## config.mk

```make
export PLATFORM = sky130hd
export DESIGN_NAME = accum_core
export DESIGN_NICKNAME = d
export VERILOG_FILES = /design/src/rtl/accum_pkg.sv /design/src/rtl/accum_stack.sv /design/src/rtl/accum_intc.sv /design/src/rtl/accum_core.sv
export SDC_FILE = /design/constraint.sdc
export NUM_CORES = 1
export LEC_CHECK = 0
export CELL_PAD_IN_SITES_DETAIL_PLACEMENT = 0
export CELL_PAD_IN_SITES_GLOBAL_PLACEMENT = 1
export CORE_AREA = 2 2 122 124
export CTS_BUF_LIST = sky130_fd_sc_hd__clkbuf_16
export CTS_CLUSTER_SIZE = 28
export DETAILED_ROUTE_END_ITERATION = 7
export DIE_AREA = 0 0 124 126
export PLACE_DENSITY_LB_ADDON = 0.15
export SETUP_SLACK_MARGIN = 0.02
export SYNTH_ARGS = -nofsm -noshare
export SYNTH_HDL_FRONTEND = slang
export SYNTH_SLANG_ARGS = --single-unit
```

## constraint.sdc

```tcl
create_clock -name clk -period 4.6 [get_ports clk]
set_clock_uncertainty 0.1 [all_clocks]
set_input_delay 0.46 -clock clk [delete_from_list [all_inputs] [get_ports clk]]
set_output_delay 0.46 -clock clk [all_outputs]
set_load 0.005 [all_outputs]
```

## src/rtl/accum_pkg.sv

```systemverilog
package accum_pkg;

  localparam int unsigned OPC_W = 4;

  localparam logic [OPC_W-1:0] OP_LOAD  = 4'h1;
  localparam logic [OPC_W-1:0] OP_STORE = 4'h2;
  localparam logic [OPC_W-1:0] OP_ADD   = 4'h5;
  localparam logic [OPC_W-1:0] OP_RTI   = 4'hE;
  localparam logic [OPC_W-1:0] OP_HALT  = 4'hF;

  typedef enum logic [2:0] {
    ST_FETCH = 3'd0,
    ST_LATCH = 3'd1,
    ST_EXEC  = 3'd2,
    ST_MEMRD = 3'd3,
    ST_CHECK = 3'd4,
    ST_HALT  = 3'd5
  } cpu_state_e;

endpackage

```

## src/rtl/accum_stack.sv

```systemverilog
module accum_stack #(
  parameter int unsigned DEPTH = 8,
  parameter int unsigned W     = 13
) (
  input  logic         clk,
  input  logic         rst_n,
  input  logic         push,
  input  logic         pop,
  input  logic [W-1:0] din,
  output logic [W-1:0] dout,
  output logic         empty,
  output logic         full
);
  localparam int unsigned PTR_W = $clog2(DEPTH + 1);
  localparam int unsigned IDX_W = $clog2(DEPTH);

  logic [W-1:0]     slot_q [DEPTH];
  logic [PTR_W-1:0] sp_q, sp_d;
  logic [PTR_W-1:0] top_ptr;
  logic             do_push, do_pop, sp_en;

  assign empty   = (sp_q == '0);
  assign full    = (sp_q == PTR_W'(DEPTH));
  assign do_push = push && !full;
  assign do_pop  = pop && !empty;
  assign sp_en   = do_push || do_pop;
  assign top_ptr = sp_q - PTR_W'(1);
  assign dout    = slot_q[top_ptr[IDX_W-1:0]];

  always_comb begin
    sp_d = sp_q;
    if (do_push)     sp_d = sp_q + PTR_W'(1);
    else if (do_pop) sp_d = sp_q - PTR_W'(1);
  end

  always_ff @(posedge clk or negedge rst_n) begin
    if (!rst_n)     sp_q <= '0;
    else if (sp_en) sp_q <= sp_d;
  end

  always_ff @(posedge clk) begin
    if (do_push) slot_q[sp_q[IDX_W-1:0]] <= din;
  end
endmodule

```

## src/rtl/accum_intc.sv

```systemverilog
module accum_intc (
  input  logic at_boundary,
  input  logic int_en,
  input  logic req,
  input  logic stack_full,
  output logic take
);
  assign take = at_boundary && int_en && req && !stack_full;
endmodule

```

## src/rtl/accum_core.sv

```systemverilog
module accum_core
  import accum_pkg::*;
#(
  parameter int unsigned DATA_W       = 16,
  parameter int unsigned STACK_DEPTH  = 8,
  parameter logic [11:0] RESET_PC     = 12'h300,
  parameter logic [11:0] HANDLER_ADDR = 12'hF00
) (
  input  logic        clk,
  input  logic        rst_n,
  output logic [11:0] mem_addr,
  output logic        mem_we,
  output logic [15:0] mem_wdata,
  input  logic [15:0] mem_rdata,
  input  logic        irq_req,
  output logic        irq_ack,
  output logic        halted
);
  localparam int unsigned ADDR_W = DATA_W - OPC_W;
  localparam int unsigned FRAME_W = ADDR_W + 1;

  logic rst_meta_q, rst_core_n;
  always_ff @(posedge clk or negedge rst_n) begin
    if (!rst_n) begin
      rst_meta_q <= 1'b0;
      rst_core_n <= 1'b0;
    end else begin
      rst_meta_q <= 1'b1;
      rst_core_n <= rst_meta_q;
    end
  end

  cpu_state_e        state_q, state_d;
  logic [ADDR_W-1:0] pc_q, pc_d;
  logic [DATA_W-1:0] ir_q, acc_q, acc_d;
  logic              ie_q, ie_d, ack_q, take;
  logic              pc_en, ir_en, acc_en, ie_en;
  logic              stk_push, stk_pop, stk_empty, stk_full;
  logic [FRAME_W-1:0] stk_top;
  logic [OPC_W-1:0]  opcode;
  logic [ADDR_W-1:0] operand;

  assign opcode  = ir_q[DATA_W-1:ADDR_W];
  assign operand = ir_q[ADDR_W-1:0];

  accum_intc u_intc (
    .at_boundary (state_q == ST_CHECK),
    .int_en      (ie_q),
    .req         (irq_req),
    .stack_full  (stk_full),
    .take        (take)
  );

  accum_stack #(.DEPTH(STACK_DEPTH), .W(FRAME_W)) u_stack (
    .clk   (clk),
    .rst_n (rst_core_n),
    .push  (stk_push),
    .pop   (stk_pop),
    .din   ({ie_q, pc_q}),
    .dout  (stk_top),
    .empty (stk_empty),
    .full  (stk_full)
  );

  always_comb begin
    state_d  = state_q;
    pc_d     = pc_q;
    acc_d    = acc_q;
    ie_d     = ie_q;
    pc_en    = 1'b0;
    ir_en    = 1'b0;
    acc_en   = 1'b0;
    ie_en    = 1'b0;
    stk_push = 1'b0;
    stk_pop  = 1'b0;
    unique case (state_q)
      ST_FETCH: state_d = ST_LATCH;
      ST_LATCH: begin
        ir_en   = 1'b1;
        pc_en   = 1'b1;
        pc_d    = pc_q + ADDR_W'(1);
        state_d = ST_EXEC;
      end
      ST_EXEC: begin
        state_d = ST_CHECK;
        if (opcode == OP_LOAD || opcode == OP_ADD) begin
          state_d = ST_MEMRD;
        end else if (opcode == OP_HALT) begin
          state_d = ST_HALT;
        end else if (opcode == OP_RTI && !stk_empty) begin
          stk_pop = 1'b1;
          pc_en   = 1'b1;
          ie_en   = 1'b1;
          pc_d    = stk_top[ADDR_W-1:0];
          ie_d    = stk_top[ADDR_W];
        end
      end
      ST_MEMRD: begin
        acc_en  = 1'b1;
        acc_d   = (opcode == OP_LOAD) ? mem_rdata : acc_q + mem_rdata;
        state_d = ST_CHECK;
      end
      ST_CHECK: begin
        state_d = ST_FETCH;
        if (take) begin
          stk_push = 1'b1;
          pc_en    = 1'b1;
          ie_en    = 1'b1;
          pc_d     = HANDLER_ADDR;
          ie_d     = 1'b0;
        end
      end
      ST_HALT: state_d = ST_HALT;
      default: state_d = ST_FETCH;
    endcase
  end

  always_ff @(posedge clk or negedge rst_core_n) begin
    if (!rst_core_n) begin
      state_q <= ST_FETCH;
      pc_q    <= RESET_PC;
      ir_q    <= '0;
      acc_q   <= '0;
      ie_q    <= 1'b1;
      ack_q   <= 1'b0;
    end else begin
      state_q <= state_d;
      ack_q   <= take;
      if (pc_en)  pc_q  <= pc_d;
      if (ir_en)  ir_q  <= mem_rdata;
      if (acc_en) acc_q <= acc_d;
      if (ie_en)  ie_q  <= ie_d;
    end
  end

  assign mem_addr  = (state_q == ST_EXEC || state_q == ST_MEMRD) ? operand : pc_q;
  assign mem_we    = (state_q == ST_EXEC) && (opcode == OP_STORE);
  assign mem_wdata = acc_q;
  assign irq_ack   = ack_q;
  assign halted    = (state_q == ST_HALT);
endmodule

```

Word level (Yosys, flattened, before mapping)
Memories as Yosys holds them, arrays and structs flattened.
Cells that the tools add are included.
{ "totals": {"inputBits": 19, "register_bits": 55, "n_memories": 1, "ramBits": 104} }
{ "memory_table": {"columns": ["name", "depth", "width", "rd", "rd_ports_with_merged_regs", "wr", "line", "rtl"], "rows": [
  ["u_stack.slot_q", 8, 13, 1, 0, 1, "accum_stack.sv:17", "logic [W-1:0] slot_q [DEPTH];"]
]} }
{ "op_classes": {"eq_ne": 15, "addsub": 4, "n_mux": 29, "n_reduce_logical": 21} }
{ "op_table": {"columns": ["cell", "n"], "rows": [
  ["$mux 12", 5],
  ["$pmux 12 s3", 1],
  ["$add 16x16->16", 1],
  ["$mux 16", 1],
  ["$mux 1", 15],
  ["$pmux 3 s5", 1],
  ["$add 12x1->12 const B", 1],
  ["$eq 4x4->1 const B", 3],
  ["$reduce_and 6->1", 2],
  ["$mux 4", 2],
  ["$ne 2x2->1 const B", 4],
  ["$logic_and 1x1->1", 7],
  ["$eq 3x2->1 const B", 2],
  ["$eq 3x3->1 const B", 2],
  ["$add 4x1->4 const B", 1],
  ["$eq 4x1->1 const B", 1],
  ["$eq 4x2->1 const B", 1],
  ["$eq 4x3->1 const B", 1],
  ["$logic_not 4->1", 1],
  ["$pmux 1 s2", 2],
  ["$reduce_and 2->1", 2],
  ["$reduce_bool 2->1", 2],
  ["$sub 4x1->4 const B", 1],
  ["$eq 3x1->1 const B", 1],
  ["other kinds (6)", 9]
]} }

Longest topological paths before layout
Gate-level depths: netlist of the first run.
{ "depth": {"ltp_word": 10, "mapped_depth": 13} }

Modules after synthesis
Synthesis of the first run repeated with hierarchy kept, for this count alone.
{ "hier_totals": {"hier_cells": 566, "hier_area_um2": 7706.1} }
{ "by_module_without_submodules": {"columns": ["module", "area_per_inst_um2", "cells_per_inst", "seq_area_each_um2", "instances"], "rows": [
  ["accum_stack", 4347.9, 203, 3223.1, 1],
  ["accum_core", 3348.2, 362, 1280.0, 1],
  ["accum_intc", 10.0, 1, 0.0, 1]
]} }

Least setup slack after synthesis of the first run
No wires, ideal clock.
{ "synth_path": {"kind": "register to register", "from": "register u_stack.sp_q[0]", "to": "memory u_stack.slot_q[0][0] (enable)", "path_slack_ns": 1.262, "synth_period_minus_slack_ns": 3.338, "stages_incl_launch_ff": 10, "arrival_ns": 2.821, "required_time_ns": 4.083, "cell_sequence": "dfrtp_1 buf_2 buf_2 inv_1 ha_1 nand2b_4 o211ai_2 or2_1 buf_6 nor4_1"} }
{ "synth_via": {"elab_chain_cells": 8} }
{ "synth_rtl": {"columns": ["item", "line", "rtl"], "rows": [
  ["from (decl)", "accum_stack.sv:18", "logic [PTR_W-1:0] sp_q, sp_d;"],
  ["from (signal assigned)", "accum_stack.sv:38", "else if (sp_en) sp_q <= sp_d;"],
  ["$eq 4x4->1", "accum_stack.sv:23", "assign full = (sp_q == PTR_W'(DEPTH));"],
  ["$logic_not 1->1", "accum_stack.sv:24, accum_intc.sv:8", null],
  ["$logic_and 1x1->1", "accum_intc.sv:8", "assign take = at_boundary && int_en && req && !stack_full;"],
  ["$mux 1", "accum_core.sv:105", "if (take) begin"],
  ["$mux 1", "accum_core.sv:76", "unique case (state_q)"],
  ["$logic_and 1x1->1", "accum_stack.sv:24", "assign do_push = push && !full;"],
  ["$mux 1", "accum_stack.sv:42", "if (do_push) slot_q[sp_q[IDX_W-1:0]] <= din;"],
  ["$mux 1 (not written as such)", "accum_stack.sv:42", null],
  ["to (decl)", "accum_stack.sv:17", null]
]} }
Parallel ways exist; a longest one is shown, timed or not.

Worst setup path after layout of the first run
{ "layout_path": {"from": "register u_stack.sp_q[0]", "to": "memory u_stack.slot_q[1][6] (enable)"} }
Same word-level chain as after synthesis.

==> reports/results.txt, run 1 <==
Layout Nets: 625
Post-CTS Hold Buffers: 0
via count: 4567
final number of setup-violating endpoints: 0
GRT overflow: 0
Area Overhead vs Synth: 18.4%
port bufs: 49
Top Layer Used: met4
Die H: 126 um
Pint: 2520 uW
CTS tree: yes
Detail Route Antenna Nets: 0
Switching Share: 20.9%
asr flop ratio synth: 34.6%
Starting Density: 51.9%
Sw Pwr: 666 uW
Final TNS setup: 0 ns
Post CTS Setup Buffer Count: 0
dominant cells by area after synthesis: edfxtp_1, dfrtp_1, mux4_2
post-DP HPWL: 10800 um
Ys Warns: 0
share of the synthesized area in the top cell type: 42.0%
Max Clk Rate: 0.308 GHz
FILL cells: 1153
critical path fanouts, max: 34
worst min path class: in2async
Final Core Density: 61.4%
Final Hold Violating Endpoints: 0
DIE AREA: 15600 um2
Max Cap Violations: 0
CTS Buf Count: 17
initial antenna violation count: 0
Syn Area/Cell: 14.1 um2
Rows: 44
Seq pwr share: 48.0%
global-route wire length before repair: 25600 um
Worst-Margin Slew: 1.06 ns
Setup CP Type: reg2reg
Netlist Area Pre-Place: 7430 um2
area of the multi-input gates: 2800 um2
PwrDens: 362 nW/um2
ant diodes: 0
core area: 14300 um2
Critical Path AT: 3.27 ns
drt first pass iters: 6
clk slew on worst S/H paths: 0.06 ns
Synthesized Nets: 565
fin crit share: 70.6%
status: finished, final reports clean
Max Slew Vio Count: 0
Detailed Route Iter0 Violations: 295
Setup crit end kind: flip-flop
post-DR wirelength/cell: 20.5 um
Slew headroom: 29.5%
fin crit period: 3.25 ns
# clock sinks: 159
Comb power frac: 6.0%
largest area contributor in the netlist: edfxtp_1
I/O pin total: 50
CTS Buffer Depth: 2
DRT Wirelength: 16100 um
Global Route Usage Sum: 22.2%
crit path from: u_stack.sp_q[0]
vias in the first global route: 4687
die span in x: 124 um
CTS root buf: clkbuf_16
largest net degree at the start of global routing: 54
final RePlAce weighted congestion: 0.834
RSZ-0062 raised after global routing: false
WL met2: 8060 um
Seq/Total Area, Yosys: 60.6%
Syn Inst Count: 526
Critical Path RT: 4.63 ns
Post-route DRC: 0
R2R Path Start: u_stack.sp_q[0]
maximum vdd drop: 0.262 mV
H-tree levels: 4
Met1 Routed Length: 6920 um
startpoint types: flip-flop
synthesized flop and latch total: 159
Synth cell types: 58
top cells by instance count after synthesis: edfxtp_1, dfrtp_1, nand2_1
clock network power share: 46.0%
WHS: 0.0897 ns
static leakage: 0.00356 uW
Reg area: 4510 um2
share of cells above drive strength 1: 21.2%
cts repair resizes: 0
most common cell in the netlist: edfxtp_1
Synth Flop Type: edfxtp_1
met3 routed WL: 797 um
EDFF count, synth: 104
clk_lat worst skew: 0.42 ns
vias per inst: 5.83
## cells by family (layout without fill, tap and decap cells)
kind of cell	after synthesis	count (layout)	share of synthesized area [%]
flops	159	159	60.6
simple gates	120	120	7.85
buf+inv	31	104	2.06
mux	70	70	14.3
other cells	1	1	0.0505
xor+xnor	14	14	1.65
fa+ha+maj	20	20	3.47
compound gates	111	111	10.0
## power by group through the flow
stage / logic, uW / registers [uW] / clock network, uW
after CTS: 193 / 1530 / 1490
after global placement: 190 / 1560 / 0
after floorplan: 120 / 1560 / 0
after global routing: 214 / 1530 / 1550
final: 191 / 1530 / 1460
after detailed placement: 192 / 1560 / 0
## layout by cell type (no fill, tap or decap), types with 5 or more instances in the layout
cell and count:
o21ai_0 27, mux2_2 28, and3_1 9, xnor2_1 8, mux2i_1 16, edfxtp_1 104
a21o_1 5, clkdlybuf4s50_1 49, mux4_2 26, nor3_2 7, a22o_1 5, nor3_1 5
nand3_1 6, o21a_1 5, xor2_1 6, buf_4 16, ha_1 19, dfrtp_1 50
nor2_1 28, nand2_1 43, inv_1 6, clkbuf_16 17, a21oi_1 34, a31oi_1 5
## worst paths after layout
| check | end | slack, ns | cells after the start |
|---|---|---|---|
| worst max-delay path | u_stack.slot_q[1][6] | 1.35 | 7 |
| worst min-delay path | rst_meta_q | 0.09 | 1 |
| worst max register to register | u_stack.slot_q[1][6] | 1.35 | 7 |
| worst min register to register | rst_core_n | 0.26 | 0 |
| max in group asynchronous | u_stack.sp_q[0] | 3.60 | 1 |
| min in group clk | rst_core_n | 0.26 | 0 |
## metal layers
| metal | GRT usage, % | vias to the layer above |
|---|---|---|
| met5 | 0 | - |
| met4 | 7.01 | 0 |
| met3 | 5.80 | 24 |
| met2 | 36.0 | 103 |
| met1 | 29.3 | 2302 |
| li1 | - | 2138 |
## critical path: stages (launching register included)
cell      delay (ns)
dfrtp_2         1.06
inv_1           0.21
ha_1            0.30
nand2b_4        0.08
o211ai_2        0.06
or2_1           0.35
nor3_2          0.50
buf_4           0.28
## sequential cells by signal, indices dropped and copies added (netlist names)
name / count
pc_q: 12
u_stack.sp_q: 4
mem_wdata: 16
ir_q: 16
u_stack.slot_q: 104
state_q: 3
rst_meta_q: 1
irq_ack: 1
rst_core_n: 1
ie_q: 1
## metrics by stage
step,setup WS (ns),power (uW),cells,cell area [um2]
floorplan,1.26,1680,526,7430
global placement,1.33,1750,751,8180
detailed placement,1.26,1750,751,8180
CTS,1.26,3210,783,8790
global route,1.03,3290,783,8790
finish,1.35,3180,783,8790
## area by class of cell
type                    count  share of cell area [%]
flip-flops and latches    159                    51.2
repair buffers             65                    6.94
multi-input cells         336                    31.9
well taps                 184                    2.62
clock buffers              17                    4.84
clock inverters            15                    2.18
inverters                   7                   0.327
Note: power is estimated with default switching activity, not from simulation.
==> run 2, diff against run 1 <==
- CORE_AREA: 2 2 122 124 -> 2 2 127 129
- DIE_AREA: 0 0 124 126 -> 0 0 129 131
- clock period: 4.6 -> 3.4 ns (I/O delays scaled with it)
==> run 2 against run 1 <==
Effect of this change: first-iteration DRC count shrank 6.4%; non-clock buffer count grew 1; worst hold slack gained 0.13 ns; critical path type unchanged; critical endpoint is now mem_wdata[12]; register-to-register slack got worse by 0.80 ns.
==> reports/results.txt, run 2 (same netlist as run 1, synthesis figures left out) <==
status: finished, final reports clean (unchanged)
R2R cell count: 9 (was 7)
Die H: 131 um (was 126 um)
cts repair resizes: 0 (unchanged)
Setup crit end kind: flip-flop (unchanged)
Slew headroom: 48.5% (was 29.5%)
max reg flops: 104 (unchanged)
final RePlAce weighted congestion: 0.815 (was 0.834)
static leakage: 0.00354 uW (was 0.00356 uW)
Rows: 46 (was 44)
die span in x: 129 um (was 124 um)
Detailed Route Iter0 Violations: 276 (was 295)
final number of setup-violating endpoints: 0 (unchanged)
startpoint types: flip-flop (unchanged)
CTS Buffer Depth: 2 (unchanged)
I/O pin total: 50 (unchanged)
maximum vdd drop: 0.330 mV (was 0.262 mV)
fin crit period: 2.85 ns (was 3.25 ns)
RSZ-0062 raised after global routing: false (unchanged)
Final TNS setup: 0 ns (unchanged)
Detail Route Antenna Nets: 0 (unchanged)
clk_lat worst skew: 0.42 ns (about the same)
share of cells above drive strength 1: 20.5% (was 21.2%)
vias per inst: 5.60 (was 5.83)
port bufs: 49 (unchanged)
PwrDens: 462 nW/um2 (was 362 nW/um2)
RR Endpoint: mem_wdata[12] (was u_stack.slot_q[1][6])
CTS root buf: clkbuf_16 (unchanged)
CTS Buf Count: 17 (unchanged)
Global Route Usage Sum: 20.6% (was 22.2%)
Max Clk Rate: 0.351 GHz (was 0.308 GHz)
# clock sinks: 159 (unchanged)
H-tree levels: 4 (unchanged)
R2R Path Start: mem_wdata[0] (was u_stack.sp_q[0])
global-route wire length before repair: 25600 um (about the same)
reg2reg setup slack: 0.55 ns (was 1.35 ns)
ant diodes: 0 (unchanged)
critical path fanouts, max: 3 (was 34)
post-DR wirelength/cell: 19.7 um (was 20.5 um)
most frequent cells in the layout: edfxtp_1, dfrtp_1, clkdlybuf4s50_1 (unchanged)
largest net degree at the start of global routing: 34 (was 54)
crit path from: mem_wdata[0] (was u_stack.sp_q[0])
Starting Density: 47.6% (was 51.9%)
vias in the first global route: 4622 (was 4687)
post-DP HPWL: 10700 um (was 10800 um)
initial antenna violation count: 0 (unchanged)
Area Overhead vs Synth: 18.1% (was 18.4%)
Tot Pwr: 4050 uW (was 3180 uW)
Final Hold Violating Endpoints: 0 (unchanged)
via count: 4567 (unchanged)
Max Cap Violations: 0 (unchanged)
core area: 15600 um2 (was 14300 um2)
DRT Wirelength: 16100 um (about the same)
DIE AREA: 16900 um2 (was 15600 um2)
clk slew on worst S/H paths: 0.06 ns (about the same)
CTS tree: yes (unchanged)
Post-route DRC: 0 (unchanged)
worst min path class: reg2async (was in2async)
Post CTS Setup Buffer Count: 0 (unchanged)
Setup CP Type: reg2reg (unchanged)
Layout Nets: 626 (was 625)
most common cell after layout, fill and taps aside: edfxtp_1 (unchanged)
Critical Path AT: 3.05 ns (was 3.27 ns)
fin crit share: 83.8% (was 70.6%)
drt first pass iters: 4 (was 6)
Max Slew Vio Count: 0 (unchanged)
Critical Path RT: 3.60 ns (was 4.63 ns)
Worst-Margin Slew: 0.771 ns (was 1.06 ns)
GRT overflow: 0 (unchanged)
run 2: cell count changes in the layout (fill, tap and decap cells not counted), sizes merged:
cell         delta
dlygate4sd3     +1
clkinvlp        -1
bufinv          -3
inv             +3
run 2: repair_timing:
item,4_1_cts,5_1_grt
setup endpoints to repair,0,0
hold endpoints to repair,2,0
hold buffers,1,0
run 2: how the worst max path moves through the flow:
stage | end | cells past startpoint
4_1_cts | mem_wdata[14] | 9
3_3_place_gp | mem_wdata[12] | 10
2_1_floorplan | u_stack.slot_q[0][0] | 9
3_5_place_dp | mem_wdata[12] | 10
5_1_grt | mem_wdata[14] | 9
6_report | mem_wdata[12] | 9
run 2: power breakdown:
group	internal [uW]	switching (uW)
logic	127	126
registers	2060	18.6
clock network	988	738
total	3170	883
run 2: routing by layer:
metal  wire length [um]  vias up  part of all wire (%)  GRT usage (%)
met2               8220       93                    51           35.4
li1                   -     2146                     -              -
met3                535       17                   3.3           4.19
met5                  0        -                     0              0
met4                225        0                   1.4           6.78
met1               7110     2311                    44           26.4
run 2: area by class of cell:
cell class | instances | area (um2)
Clock buffer | 17 | 425
Clock inverter | 14 | 104
Fill cell | 1284 | 6830
Inverter | 7 | 28.8
Multi-Input combinational cell | 336 | 2800
Sequential cell | 159 | 4510
Tap cell | 216 | 270
Timing Repair Buffer | 66 | 633
run 2: critical path, stage by stage (launching register included):
cell and delay [ns]:
dfrtp_1 0.40, ha_1 0.25, fa_1 0.41, a21o_1 0.23
a311oi_2 0.43, nor3b_1 0.13, o21a_1 0.24, o21a_1 0.18
mux2i_1 0.12, o31a_1 0.24
run 2: through the flow:
stage | area [um2] | utilization [%] | setup WS [ns] | hold slack, ns | instances
floorplan | 7430 | - | 0.0618 | -0.0556 | 526
global placement | 8230 | 52.8 | 0.216 | 0.237 | 783
detailed placement | 8230 | 52.8 | 0.173 | 0.241 | 783
CTS | 8770 | 56.2 | 0.544 | 0.255 | 815
global route | 8770 | 56.2 | 0.368 | 0.275 | 815
finish | 8770 | 56.2 | 0.550 | 0.224 | 815
